### src/rtl/h2s_pkg.sv
package h2s_pkg;

  localparam int HALF_W      = 16;
  localparam int HALF_EXP_W  = 5;
  localparam int HALF_FRAC_W = HALF_W - 1 - HALF_EXP_W;
  localparam int SGL_W       = 32;
  localparam int SGL_EXP_W   = 8;
  localparam int SGL_FRAC_W  = SGL_W - 1 - SGL_EXP_W;

  // derived layout constants
  localparam int ALIGN_W  = SGL_W - HALF_W;
  localparam int EXP_GAP  = SGL_EXP_W - HALF_EXP_W;
  localparam int BIAS_GAP = (2 ** (SGL_EXP_W - 1) - 1) - (2 ** (HALF_EXP_W - 1) - 1);
  localparam int LZ_W     = $clog2(SGL_W + 1);
  localparam int ETERM_W  = SGL_W - SGL_FRAC_W;

  typedef logic [HALF_W-1:0] half_t;
  typedef logic [SGL_W-1:0]  sgl_t;
  typedef logic [LZ_W-1:0]   lz_t;

  localparam sgl_t SIGN_BIT      = sgl_t'(1) << (SGL_W - 1);
  localparam sgl_t EXP_FIELD     = ((sgl_t'(1) << SGL_EXP_W) - sgl_t'(1)) << SGL_FRAC_W;
  localparam sgl_t SPECIAL_PROBE = sgl_t'(1) << (SGL_W - 1 - HALF_EXP_W);

  // A normal half leaves at most HALF_EXP_W leading zeros; anything beyond is renormalised.
  function automatic lz_t renorm_shift_of(lz_t lz);
    return (lz > lz_t'(HALF_EXP_W)) ? lz - lz_t'(HALF_EXP_W) : '0;
  endfunction

  // An all-ones exponent carries into the top bit; the arithmetic shift smears it over the exponent.
  function automatic sgl_t special_mask_of(sgl_t ns);
    logic signed [SGL_W-1:0] probe;
    probe = signed'(ns + SPECIAL_PROBE);
    return sgl_t'(probe >>> SGL_EXP_W) & EXP_FIELD;
  endfunction

  // All ones only when the magnitude is zero (the decrement wraps negative).
  function automatic sgl_t zero_mask_of(sgl_t ns);
    logic signed [SGL_W-1:0] dec;
    dec = signed'(ns - sgl_t'(1));
    return sgl_t'(dec >>> (SGL_W - 1));
  endfunction

  // Only the bits that land at and above the fraction field are kept.
  function automatic logic [ETERM_W-1:0] exp_term_of(lz_t sh);
    return ETERM_W'(BIAS_GAP) - ETERM_W'(sh);
  endfunction

  function automatic sgl_t magnitude_of(sgl_t ns, lz_t sh);
    sgl_t body;
    body = (ns << sh) >> EXP_GAP;
    return body + {exp_term_of(sh), {SGL_FRAC_W{1'b0}}};
  endfunction

endpackage

### src/rtl/h2s_lead_zero.sv
module h2s_lead_zero #(
  parameter  int W   = 32,
  parameter  int GRP = 4,
  localparam int CW  = $clog2(W + 1)
) (
  input  logic [W-1:0]  vec,
  output logic [CW-1:0] count
);

  localparam int NG  = W / GRP;
  localparam int GLW = (GRP > 1) ? $clog2(GRP) : 1;

  logic [NG-1:0]           grp_empty;
  logic [NG-1:0][GLW-1:0]  grp_lead;

  // group 0 holds the most significant bits
  for (genvar g = 0; g < NG; g++) begin : g_grp
    logic [GRP-1:0] slice;
    logic [GLW-1:0] lead;

    assign slice = vec[W-1-g*GRP -: GRP];

    always_comb begin
      lead = '0;
      for (int b = 0; b < GRP; b++) begin
        if (slice[b]) lead = GLW'(GRP - 1 - b);
      end
    end

    assign grp_empty[g] = ~|slice;
    assign grp_lead[g]  = lead;
  end

  always_comb begin
    count = CW'(W);
    for (int g = NG - 1; g >= 0; g--) begin
      if (!grp_empty[g]) count = CW'(g * GRP) + CW'(grp_lead[g]);
    end
  end

endmodule

### src/rtl/h2s_mask_core.sv
module h2s_mask_core
  import h2s_pkg::*;
(
  input  half_t half_in,
  output sgl_t  single_out,
  output lz_t   renorm_shift,
  output logic  special_hit,
  output logic  zero_hit
);

  sgl_t aligned;
  sgl_t sign_part;
  sgl_t nonsign;
  lz_t  lead_zeros;
  sgl_t special_mask;
  sgl_t zero_mask;
  sgl_t magnitude;

  assign aligned   = {half_in, {ALIGN_W{1'b0}}};
  assign sign_part = aligned & SIGN_BIT;
  assign nonsign   = aligned & ~SIGN_BIT;

  h2s_lead_zero #(
    .W   (SGL_W),
    .GRP (4)
  ) lzc_i (
    .vec   (nonsign),
    .count (lead_zeros)
  );

  assign renorm_shift = renorm_shift_of(lead_zeros);
  assign special_mask = special_mask_of(nonsign);
  assign zero_mask    = zero_mask_of(nonsign);
  assign magnitude    = magnitude_of(nonsign, renorm_shift);

  assign single_out  = sign_part | ((magnitude | special_mask) & ~zero_mask);
  assign special_hit = |special_mask;
  assign zero_hit    = zero_mask[0];

endmodule

### src/rtl/h2s_out_stage.sv
module h2s_out_stage #(
  parameter bit OUT_REG = 1'b1,
  parameter int W       = 32
) (
  input  logic         clk,
  input  logic         rst_n,
  input  logic         d_valid,
  input  logic [W-1:0] d_data,
  output logic         q_valid,
  output logic [W-1:0] q_data
);

  if (OUT_REG) begin : g_reg
    always_ff @(posedge clk or negedge rst_n) begin
      if (!rst_n) begin
        q_valid <= 1'b0;
        q_data  <= '0;
      end else begin
        q_valid <= d_valid;
        if (d_valid) q_data <= d_data;
      end
    end
  end else begin : g_comb
    assign q_valid = d_valid;
    assign q_data  = d_data;
  end

endmodule

### src/rtl/half_to_single_cvt.sv
module half_to_single_cvt
  import h2s_pkg::*;
#(
  parameter bit OUT_REG = 1'b1
) (
  input  logic              clk,
  input  logic              rst_n,
  input  logic              in_valid,
  input  logic [HALF_W-1:0] in_half,
  output logic              out_valid,
  output logic [SGL_W-1:0]  out_single
);

  sgl_t conv_word;
  lz_t  renorm_shift;
  logic special_hit;
  logic zero_hit;

  h2s_mask_core core_i (
    .half_in      (in_half),
    .single_out   (conv_word),
    .renorm_shift (renorm_shift),
    .special_hit  (special_hit),
    .zero_hit     (zero_hit)
  );

  h2s_out_stage #(
    .OUT_REG (OUT_REG),
    .W       (SGL_W)
  ) out_i (
    .clk     (clk),
    .rst_n   (rst_n),
    .d_valid (in_valid),
    .d_data  (conv_word),
    .q_valid (out_valid),
    .q_data  (out_single)
  );

endmodule

### config.mk
export PLATFORM = sky130hd
export DESIGN_NAME = half_to_single_cvt
export DESIGN_NICKNAME = d
export VERILOG_FILES = /design/src/rtl/h2s_pkg.sv /design/src/rtl/h2s_lead_zero.sv /design/src/rtl/h2s_mask_core.sv /design/src/rtl/h2s_out_stage.sv /design/src/rtl/half_to_single_cvt.sv
export SDC_FILE = /design/constraint.sdc
export NUM_CORES = 1
export LEC_CHECK = 0
export ABC_AREA = 1
export BUFFER_PORTS_ARGS = -buffer_cell sky130_fd_sc_hd__buf_4
export CAP_MARGIN = 20
export CORE_UTILIZATION = 40
export DETAILED_ROUTE_END_ITERATION = 10
export MAX_ROUTING_LAYER = met4
export PLACE_DENSITY = 0.73
export SYNTH_ARGS = -nofsm -noshare
export SYNTH_HDL_FRONTEND = slang
export SYNTH_SLANG_ARGS = --single-unit
### constraint.sdc
create_clock -name clk -period 1.5 [get_ports clk]
set_clock_uncertainty 0.15 [all_clocks]
set_input_delay 0.15 -clock clk [delete_from_list [all_inputs] [get_ports clk]]
set_output_delay 0.15 -clock clk [all_outputs]
set_load 0.02 [all_outputs]
# Yosys cells after proc, flatten, opt, wreduce, memory -nomap -nowiden
# Index checks and enable logic that the tools add are counted.
# op_classes
n_addsub	8
magnitude_cmp	1
shifts	1
mux	20
bitwise_logic	4
n_reduce_logical	4
# ops
op	n
$add 29x32->32	1
$add 31x27->32 const B	1
$and 32x32->32	1
$not 32->32	1
$or 32x31->32	1
$or 32x32->32	1
$shl 31x6->32	1
$sub 31x1->32 const B	1
$mux 2	15
$mux 6	5
$reduce_or 4->1	3
$add 4x2->5 const A	2
$sub 7x6->8 const A	1
$gt 6x3->1 const B	1
$sub 6x3->6 const B	1
$add 3x2->4 const A	1
$reduce_or 3->1	1
# totals
reg_bits	33
inputBits	19

# Depth between registers and ports, before layout
# Gate-level depths: netlist of the first run.
# logic_depth
depth_word	16
mapped_depth	30
mapped_depth_nobuf	29

# Modules after synthesis
# A second synthesis of the first run with hierarchy kept.
# hier_totals
hier_cells	516
hier_area_um2	3289.4
# modules_own_cells
mod	instances	cells_per_inst	area_per_inst_um2	seq_area_each_um2
h2s_mask_core	1	294	1527.7	0.0
h2s_out_stage	1	137	1317.5	825.8
h2s_lead_zero	1	85	444.2	0.0

# Least setup slack after synthesis of the first run
# OpenSTA, ideal clock, no wires.
# synth_timing
path_type	in2reg
startpoint	input port in_half[11]
endpoint	register out_i.q_data[29]
arrival_ns	3.205
t_required_ns	1.227
slack_ns	-1.978
path_stages	27
path_cell_list	inv_2 > nand2_1 > nor3_4 > nand2_1 > nand2_4 > buf_6 > inv_1 > ha_1 > inv_1 > nand4_2 > nand2_4 > nand2_4 > inv_4 > buf_6 > nand3_2 > a21oi_1 > nor2_1 > nor2_1 > ha_1 > inv_1 > fa_1 > o21ai_0 > nand2_1 > nand2_1 > a21oi_1 > o21ai_0 > nand2_1
# synth_via
elab_chain_cells	11
word_cells_on_any_way	17
classes_between	add/sub (6); order compare (1); shift (1); mux (4); bitwise (4); reduce/logical (1)
# synth_lines
item	line_no	rtl
start: declaration	half_to_single_cvt.sv:9	input logic [HALF_W-1:0] in_half,
$mux 2	h2s_lead_zero.sv:26	if (slice[b]) lead = GLW'(GRP - 1 - b);
$add 3x2->4	h2s_lead_zero.sv:37	if (!grp_empty[g]) count = CW'(g * GRP) + CW'(grp_lead[g]);
$mux 6 (2 in a row)	h2s_lead_zero.sv:37	
$sub 6x3->6 or $gt 6x3->1 (tied branches)	h2s_pkg.sv:27	return (lz > lz_t'(HALF_EXP_W)) ? lz - lz_t'(HALF_EXP_W) : '0;
$mux 6	h2s_pkg.sv:27	
$shl 31x6->32 or $sub 7x6->8 (tied branches)	h2s_pkg.sv:51, h2s_pkg.sv:46	
$add 29x32->32	h2s_pkg.sv:52	return body + {exp_term_of(sh), {SGL_FRAC_W{1'b0}}};
$or 32x31->32	h2s_mask_core.sv:36	assign single_out = sign_part | ((magnitude | special_mask) & ~zero_mask);
$and 32x32->32 *	h2s_mask_core.sv:36	
$or 32x32->32 *	h2s_mask_core.sv:36	
end signal: assignment	h2s_out_stage.sv:20	if (d_valid) q_data <= d_data;
end: declaration	h2s_out_stage.sv:10	output logic [W-1:0] q_data
# Every way passes the cells marked *; elsewhere a longest branch is shown, timed or not.
# A chain may end at the register's enable or synchronous reset.

# Worst setup path after layout of the first run
# layout_timing
startpoint	input port in_half[12]
endpoint	register out_i.q_data[27]
# layout_via
elab_chain_cells	11
word_cells_on_any_way	17
classes_between	add/sub (5); order compare (1); shift (1); mux (5); bitwise (4); reduce/logical (1)
# layout_lines
item	line_no
$mux 2 (3 in a row)	h2s_lead_zero.sv:26
$mux 6	h2s_lead_zero.sv:37
$sub 6x3->6 or $gt 6x3->1 (tied branches)	h2s_pkg.sv:27
$mux 6	h2s_pkg.sv:27
$shl 31x6->32 or $sub 7x6->8 (tied branches)	h2s_pkg.sv:51, h2s_pkg.sv:46
$add 29x32->32	h2s_pkg.sv:52
$or 32x31->32	h2s_mask_core.sv:36
$and 32x32->32 *	h2s_mask_core.sv:36
$or 32x32->32 *	h2s_mask_core.sv:36
# Marks and branches as above.

==> results.sh, run 1 <==
export IMPL_status="complete, but fails checks"
export IMPL_violations="negative setup slack"
export IMPL_max_stage_delay_ns=0.32
export IMPL_synth_area_um2=2150
export IMPL_period_share=2.27
export IMPL_drtIter0Drc=328
export IMPL_die_w_um=75.4
export IMPL_combPwrFrac=0.547
export IMPL_path_cells="buf_8 > nor2_4 > nand2_2 > nor3_4 > nand2_2 > nand2_4 > inv_4 > ha_4 > inv_2 > nand4_4 > buf_6 > nand2_4 > nand3_1 > nand2_1 > nand3_1 > nand3_2 > nand2_2 > nor2_1 > ha_1 > a21oi_2 > o21ai_2 > or2_2 > a21oi_2 > o21ai_1"
export IMPL_met3_usage=0.0516
export IMPL_cp_max_fo=5
export IMPL_path_buf_inv=4
export IMPL_cts_made_buffers=3
export IMPL_p_sw_frac=0.404
export IMPL_clock_sinks=20
export IMPL_fin_crit_ns=3.41
export IMPL_io_buffers=38
export IMPL_power_net_switching_mw=0.896
export IMPL_internal_power_mw=1.32
export IMPL_cts_max_level=1
export IMPL_cp_common_cell="nand2_2"
export IMPL_finalNetCount=523
export IMPL_pwr_share_clk=0.156
export IMPL_drv_cap=0
export IMPL_leakage_nw=2.10
export IMPL_drtAntennaViolNets=0
export IMPL_core_um2=5140
export IMPL_drive_above_1_share=0.594
export IMPL_ys_ff_latch=20
export IMPL_setup_slack_ns=-1.91
export IMPL_rsz0062_at_grt="yes"
export IMPL_antenna_found_initial=0
export IMPL_ys_seq_area_frac=0.233
export IMPL_layout_commonest_cell="buf_4"
export IMPL_wl_per_cell_um=18.7
export IMPL_grt_overflow_total=0
export IMPL_synth_edf_count=0
export IMPL_busiest_layer="met2"
export IMPL_dp_slack_ns=-2.06
export IMPL_vdd_drop_max_v=0.000544
export IMPL_grt_pass1_wl_um=13100
export IMPL_clk_latency_ns=0.25
export IMPL_drt_first_pass_iters=6
export IMPL_clock_path_buffers=2
export IMPL_drt_wl_total_um=10500
export IMPL_clkTransAtPathRegs_ns=0.07
export IMPL_via_per_inst=5.85
export IMPL_path_class="in2reg"
export IMPL_path_delay_family="simple AND/OR/NAND/NOR gates"
export IMPL_worstPathArrival_ns=3.40
export IMPL_yosysWarnings=0
export IMPL_yosysUniqueCellTypes=32
export IMPL_core_rowCount=26
export IMPL_final_cell_mix="133 x buf_4, 78 x nand2_1, 32 x nand3_2"
export IMPL_num_vias=3291
export IMPL_cts_root_buf="clkbuf_8"
export IMPL_cts_tree="done"
export IMPL_use_met2=0.525
export IMPL_grt_pass1_vias=2913
export IMPL_power_frac_seq=0.297
export IMPL_crit_path_end_kind="flip-flop"
export IMPL_place_congestion=0.918
export IMPL_area_growth_pct=88.6
export IMPL_track_usage=0.311
export IMPL_synth_top_flop_cell="dfrtp_1"
export IMPL_synth_avg_cell_area_um2=6.27
export IMPL_setup_viol=18
export IMPL_drc=0
export IMPL_drv_slew=0
export IMPL_grt_max_degree=21
export IMPL_async_flop_share=1.00
export IMPL_p_per_area_nw_per_um2=547
export IMPL_hold_class="in2async"
export IMPL_die_h_um=75.4
export IMPL_die_area_um2=5680
export IMPL_syn_inst=343
export IMPL_dpl_hpwl_um=4920
export IMPL_fin_total_pwr_mw=2.22
export IMPL_finalHoldViolations=0
export IMPL_startpoint_type="input pin"
export IMPL_crit_required_ns=1.49
export IMPL_diodes=0
export IMPL_met1_usage=0.351
export IMPL_cp_slowest_cell="ha_1"
export IMPL_ios=52
export IMPL_max_freq_mhz=293
export IMPL_initial_core_util=0.419
## power groups by stage
stage,sequential [mW],combinational (mW),clock [mW]
6_report,0.659,1.21,0.346
2_1_floorplan,0.759,0.420,0
3_3_place_gp,0.663,0.870,0
4_1_cts,0.657,1.02,0.341
5_1_grt,0.668,1.29,0.362
3_5_place_dp,0.665,0.882,0
## stage by stage
step                cells  area (µm²)  setup TNS [ns]  hold WS (ns)   util
floorplan             355        2240          -19.94        -0.296      -
global placement      522        3080          -23.65        -0.114  0.600
detailed placement    522        3080          -25.06        -0.109  0.600
CTS                   555        3680          -18.65         0.169  0.716
global route          563        4060          -26.63         0.190  0.790
finish                563        4060          -24.13         0.162  0.790
## registers in the layout, summed over array words and instances (netlist names)
name	count
out_i.q_valid	1
out_i.q_data	19
## what timing repair did
item	4_1_cts	5_1_grt
resized for setup	83	79
pin swaps	47	47
endpoints found under the setup margin	18	18
endpoints found under the hold margin	22	0
hold buffers	3	0
cloned	3	1
setup buffers	24	8
## worst register-to-register path, delay by kind of cell, from the launching register on
| kind | cells | cell delay [ns] |
|---|---|---|
| simple gates | 1 | 0.09 |
| flops | 1 | 0.40 |
| compound gates | 1 | 0.07 |
## routing by layer
metal | vias up | wire length [µm]
met5 | - | 0
met2 | 263 | 4990
met4 | 0 | 822
met3 | 110 | 930
met1 | 1519 | 3800
li1 | 1399 | -
## area by class of cell
class                      instances  area (µm²)
clock buffer                       3        41.3
fill                             300        1080
inverter                          41         184
multi-input combinational        274        1970
sequential                        20         500
tap                               70        87.6
timing repair buffer             154        1270
timing repair inverter             1        11.3
## cell families (layout without fill, tap and decap cells)
group / after synthesis / after routing / share of synthesized area
AND/OR/NAND/NOR: 212 / 214 / 0.459
buffers and inverters: 63 / 199 / 0.151
AO/OA/AOI/OAI: 35 / 35 / 0.0878
flip-flops: 20 / 20 / 0.233
adder cells (fa/ha/maj): 9 / 9 / 0.0558
XOR/XNOR: 3 / 3 / 0.0122
other: 1 / 13 / 0.00174
## final timing paths
kind	startpoint	to	slack, ns	depth (start not counted)
min	rst_n	out_i.q_data[18]	0.16	2
min reg2reg	out_i.q_data[28]	out_i.q_data[28]	0.33	2
min in group clk	in_half[0]	out_i.q_data[13]	0.31	5
max reg2reg	out_i.q_data[20]	out_i.q_data[20]	0.69	2
max in group asynchronous	rst_n	out_i.q_data[30]	0.83	2
max	in_half[12]	out_i.q_data[27]	-1.91	24
## cell usage after synthesis (2+ instances only)
library cell,n,share of area
a21oi_1,10,0.023
buf_2,2,0.0047
buf_4,14,0.049
buf_6,4,0.021
clkbuf_1,2,0.0035
dfrtp_1,20,0.23
ha_1,8,0.047
inv_1,27,0.047
inv_2,13,0.023
nand2_1,109,0.19
nand2_2,4,0.012
nand2_4,5,0.026
nand3_1,64,0.15
nand3_2,2,0.0093
nand4_1,3,0.0087
nor2_1,17,0.030
nor3_1,2,0.0047
o21ai_0,16,0.037
o21ai_1,6,0.014
or2_2,2,0.0058
xnor2_1,2,0.0081
Note: power is estimated with default switching activity, not from simulation.
==> run 2: changes to the inputs <==
Settings changed: CORE_UTILIZATION 40 to 59, PLACE_DENSITY 0.73 to 0.95.
==> results.sh, run 2 <==
export IMPL_synth_top_flop_cell="dfrtp_1"
export IMPL_die_w_um=62.4
export IMPL_clock_sinks=20
export IMPL_ys_ff_latch=20
export IMPL_status="aborted with a tool error"
export IMPL_place_congestion=0.900
export IMPL_synth_edf_count=0
export IMPL_firstError="[ERROR DPL-0038] Utilization greater than 100%, impossible to legalize"
export IMPL_synthAdderAreaFrac=0.0558
export IMPL_core_rowCount=21
export IMPL_cts_root_buf="clkbuf_4"
export IMPL_yosysMostFrequentCell="nand2_1"
export IMPL_yosysUniqueCellTypes=32
export IMPL_yosysWarnings=0
export IMPL_post_cts_resized=120
export IMPL_synth_compound_area_share=0.0878
export IMPL_cts_setup_buffers=20
export IMPL_synth_area_um2=2150
export IMPL_stop_stage="clock tree synthesis (4_1_cts)"
export IMPL_ys_seq_area_frac=0.233
export IMPL_initial_core_util=0.630
export IMPL_cts_made_buffers=3
export IMPL_async_flop_share=1.00
export IMPL_post_dp_cell_area_um2=3040
export IMPL_synth_simple_gate_area_frac=0.459
export IMPL_synth_top_family_by_area="simple AND/OR/NAND/NOR gates"
export IMPL_die_h_um=62.4
export IMPL_io_buffers=38
export IMPL_cts_max_level=1
export IMPL_clock_path_buffers=2
export IMPL_synthXorXnorAreaFrac=0.0122
export IMPL_yosys_mux_area_fraction=0
export IMPL_synth_avg_cell_area_um2=6.27
export IMPL_synth_top_cell_by_area="dfrtp_1"
export IMPL_dpl_hpwl_um=6130
export IMPL_syn_inst=343
export IMPL_synth_top_area_share=0.233
export IMPL_synthTopCellsByCount="109 x nand2_1, 64 x nand3_1, 27 x inv_1, 20 x dfrtp_1, 17 x nor2_1"
export IMPL_synthTopCellsByArea="dfrtp_1 23%, nand2_1 19%, nand3_1 15%"
export IMPL_ios=52
export IMPL_hold_buffers=3
run 2: per-stage QoR:
step / utilization / worst slack [ns] / instances / setup TNS, ns / hold slack, ns
global placement: 0.889 / -1.94 / 496 / -23.22 / -0.121
detailed placement: 0.889 / -2.27 / 496 / -27.53 / -0.113
floorplan: - / -1.86 / 355 / -19.94 / -0.296
run 2: cells by family after synthesis:
family,after synthesis
simple gates,212
flops,20
other cells,1
fa+ha+maj,9
xor+xnor,3
buf+inv,63
compound gates,35
==> run 3: changes to the inputs <==
Settings changed: CORE_UTILIZATION 59 to 40, MAX_ROUTING_LAYER met4 to unset, PLACE_DENSITY 0.95 to unset, PLACE_DENSITY_LB_ADDON set to 0.15.
==> results.sh, run 3 (synthesis gave the netlist of run 1 again) <==
export IMPL_io_buffers=38
export IMPL_ios=52
export IMPL_r2r_cells=2
export IMPL_cp_common_cell="nand3_2"
export IMPL_r2r_start="out_i.q_data[14]"
export IMPL_cp_max_fo=7
export IMPL_crit_path_end_kind="flip-flop"
export IMPL_die_h_um=75.4
export IMPL_clk_latency_ns=0.26
export IMPL_finalHoldViolations=0
export IMPL_critPathLaunch="in_half[2]"
export IMPL_drtAntennaViolNets=0
export IMPL_drc=0
export IMPL_vdd_drop_max_v=0.000379
export IMPL_antenna_found_initial=0
export IMPL_violations="negative setup slack"
export IMPL_track_usage=0.263
export IMPL_via_per_inst=5.33
export IMPL_max_stage_delay_ns=0.26
export IMPL_critical_path_depth=27
export IMPL_finalNetCount=532
export IMPL_clkTransAtPathRegs_ns=0.07
export IMPL_drive_above_1_share=0.610
export IMPL_clock_sinks=20
export IMPL_period_share=2.18
export IMPL_core_rowCount=26
export IMPL_reg2reg_to="out_i.q_data[14]"
export IMPL_grt_overflow_total=0
export IMPL_path_class="in2reg"
export IMPL_cts_max_level=1
export IMPL_startpoint_type="input pin"
export IMPL_top_register="out_i.q_data"
export IMPL_drv_slew=0
export IMPL_reg_top3="out_i.q_data x19, out_i.q_valid x1"
export IMPL_dp_slack_ns=-2.14
export IMPL_final_cell_mix="125 x buf_4, 83 x nand2_1, 38 x nand3_2"
export IMPL_die_w_um=75.4
export IMPL_p_per_area_nw_per_um2=549
export IMPL_num_vias=3053
export IMPL_cp_slowest_cell="ha_1"
export IMPL_status="complete, but fails checks"
export IMPL_crit_required_ns=1.50
export IMPL_die_area_um2=5680
export IMPL_initial_core_util=0.419
export IMPL_setup_viol=18
export IMPL_path_buf_inv=4
export IMPL_wl_per_cell_um=15.8
export IMPL_cts_tree="done"
export IMPL_fin_crit_ns=3.27
export IMPL_drv_cap=0
export IMPL_layout_commonest_cell="buf_4"
export IMPL_path_delay_family="simple AND/OR/NAND/NOR gates"
export IMPL_grt_pass1_vias=2597
export IMPL_grt_max_degree=21
export IMPL_leakage_nw=2.16
export IMPL_largest_register_ffs=19
export IMPL_place_congestion=0.872
export IMPL_core_um2=5140
export IMPL_drt_first_pass_iters=5
export IMPL_clock_path_buffers=2
export IMPL_hold_class="in2async"
export IMPL_drt_wl_total_um=9040
export IMPL_rsz0062_at_grt="yes"
export IMPL_grt_pass1_wl_um=11400
export IMPL_dpl_hpwl_um=5080
export IMPL_cts_root_buf="clkbuf_8"
export IMPL_fin_tns_setup_ns=-21.49
export IMPL_setup_slack_ns=-1.77
export IMPL_diodes=0
export IMPL_max_freq_mhz=306
export IMPL_crit_path_end="out_i.q_data[30]"
export IMPL_rrSetupSlack_ns=0.70
export IMPL_drtIter0Drc=235
export IMPL_worstPathArrival_ns=3.27
export IMPL_cts_made_buffers=3
export IMPL_area_growth_pct=96.6
[run 3: power by group]
part / internal (mW) / switching, mW
logic: 0.577 / 0.674
clock network: 0.234 / 0.180
registers: 0.615 / 0.0411
[run 3: through the flow]
step	instance area, µm²	util	std cells	hold WS, ns	total power [mW]
CTS	3750	0.729	558	0.153	2.10
finish	4230	0.823	573	0.142	2.32
floorplan	2240	-	355	-0.296	1.18
global placement	3180	0.619	535	-0.114	1.55
detailed placement	3180	0.619	535	-0.115	1.56
global route	4230	0.823	573	0.194	2.43
[run 3: repair_timing]
action,4_1_cts,5_1_grt
pin swaps,27,37
resized for setup,89,91
hold buffers,3,0
cloned,1,0
setup buffers,15,17
endpoints found under the hold margin,22,0
setup endpoints to repair,18,18
[run 3: cell type report]
cell class                      count  area, µm²
Fill cell                         325        910
Clock buffer                        4       55.1
Tap cell                           70       87.6
Sequential cell                    20        500
Timing Repair Buffer              165       1410
Inverter                           41        186
Multi-Input combinational cell    273       1990
[run 3: worst min path at each step]
stage / endpoint / start
detailed placement: out_i.q_data[13] / rst_n
CTS: out_i.q_data[19] / rst_n
global placement: out_i.q_data[13] / rst_n
floorplan: out_i.q_data[13] / rst_n
global route: out_i.q_data[13] / rst_n
finish: out_i.q_data[13] / rst_n
[run 3: layer usage]
| metal | GRT usage | part of all wire | up-vias |
|---|---|---|---|
| met5 | 0 | 0 | - |
| met1 | 0.292 | 0.38 | 1439 |
| li1 | - | - | 1409 |
| met4 | 0.105 | 0.044 | 0 |
| met3 | 0.0172 | 0.058 | 45 |
| met2 | 0.517 | 0.52 | 160 |
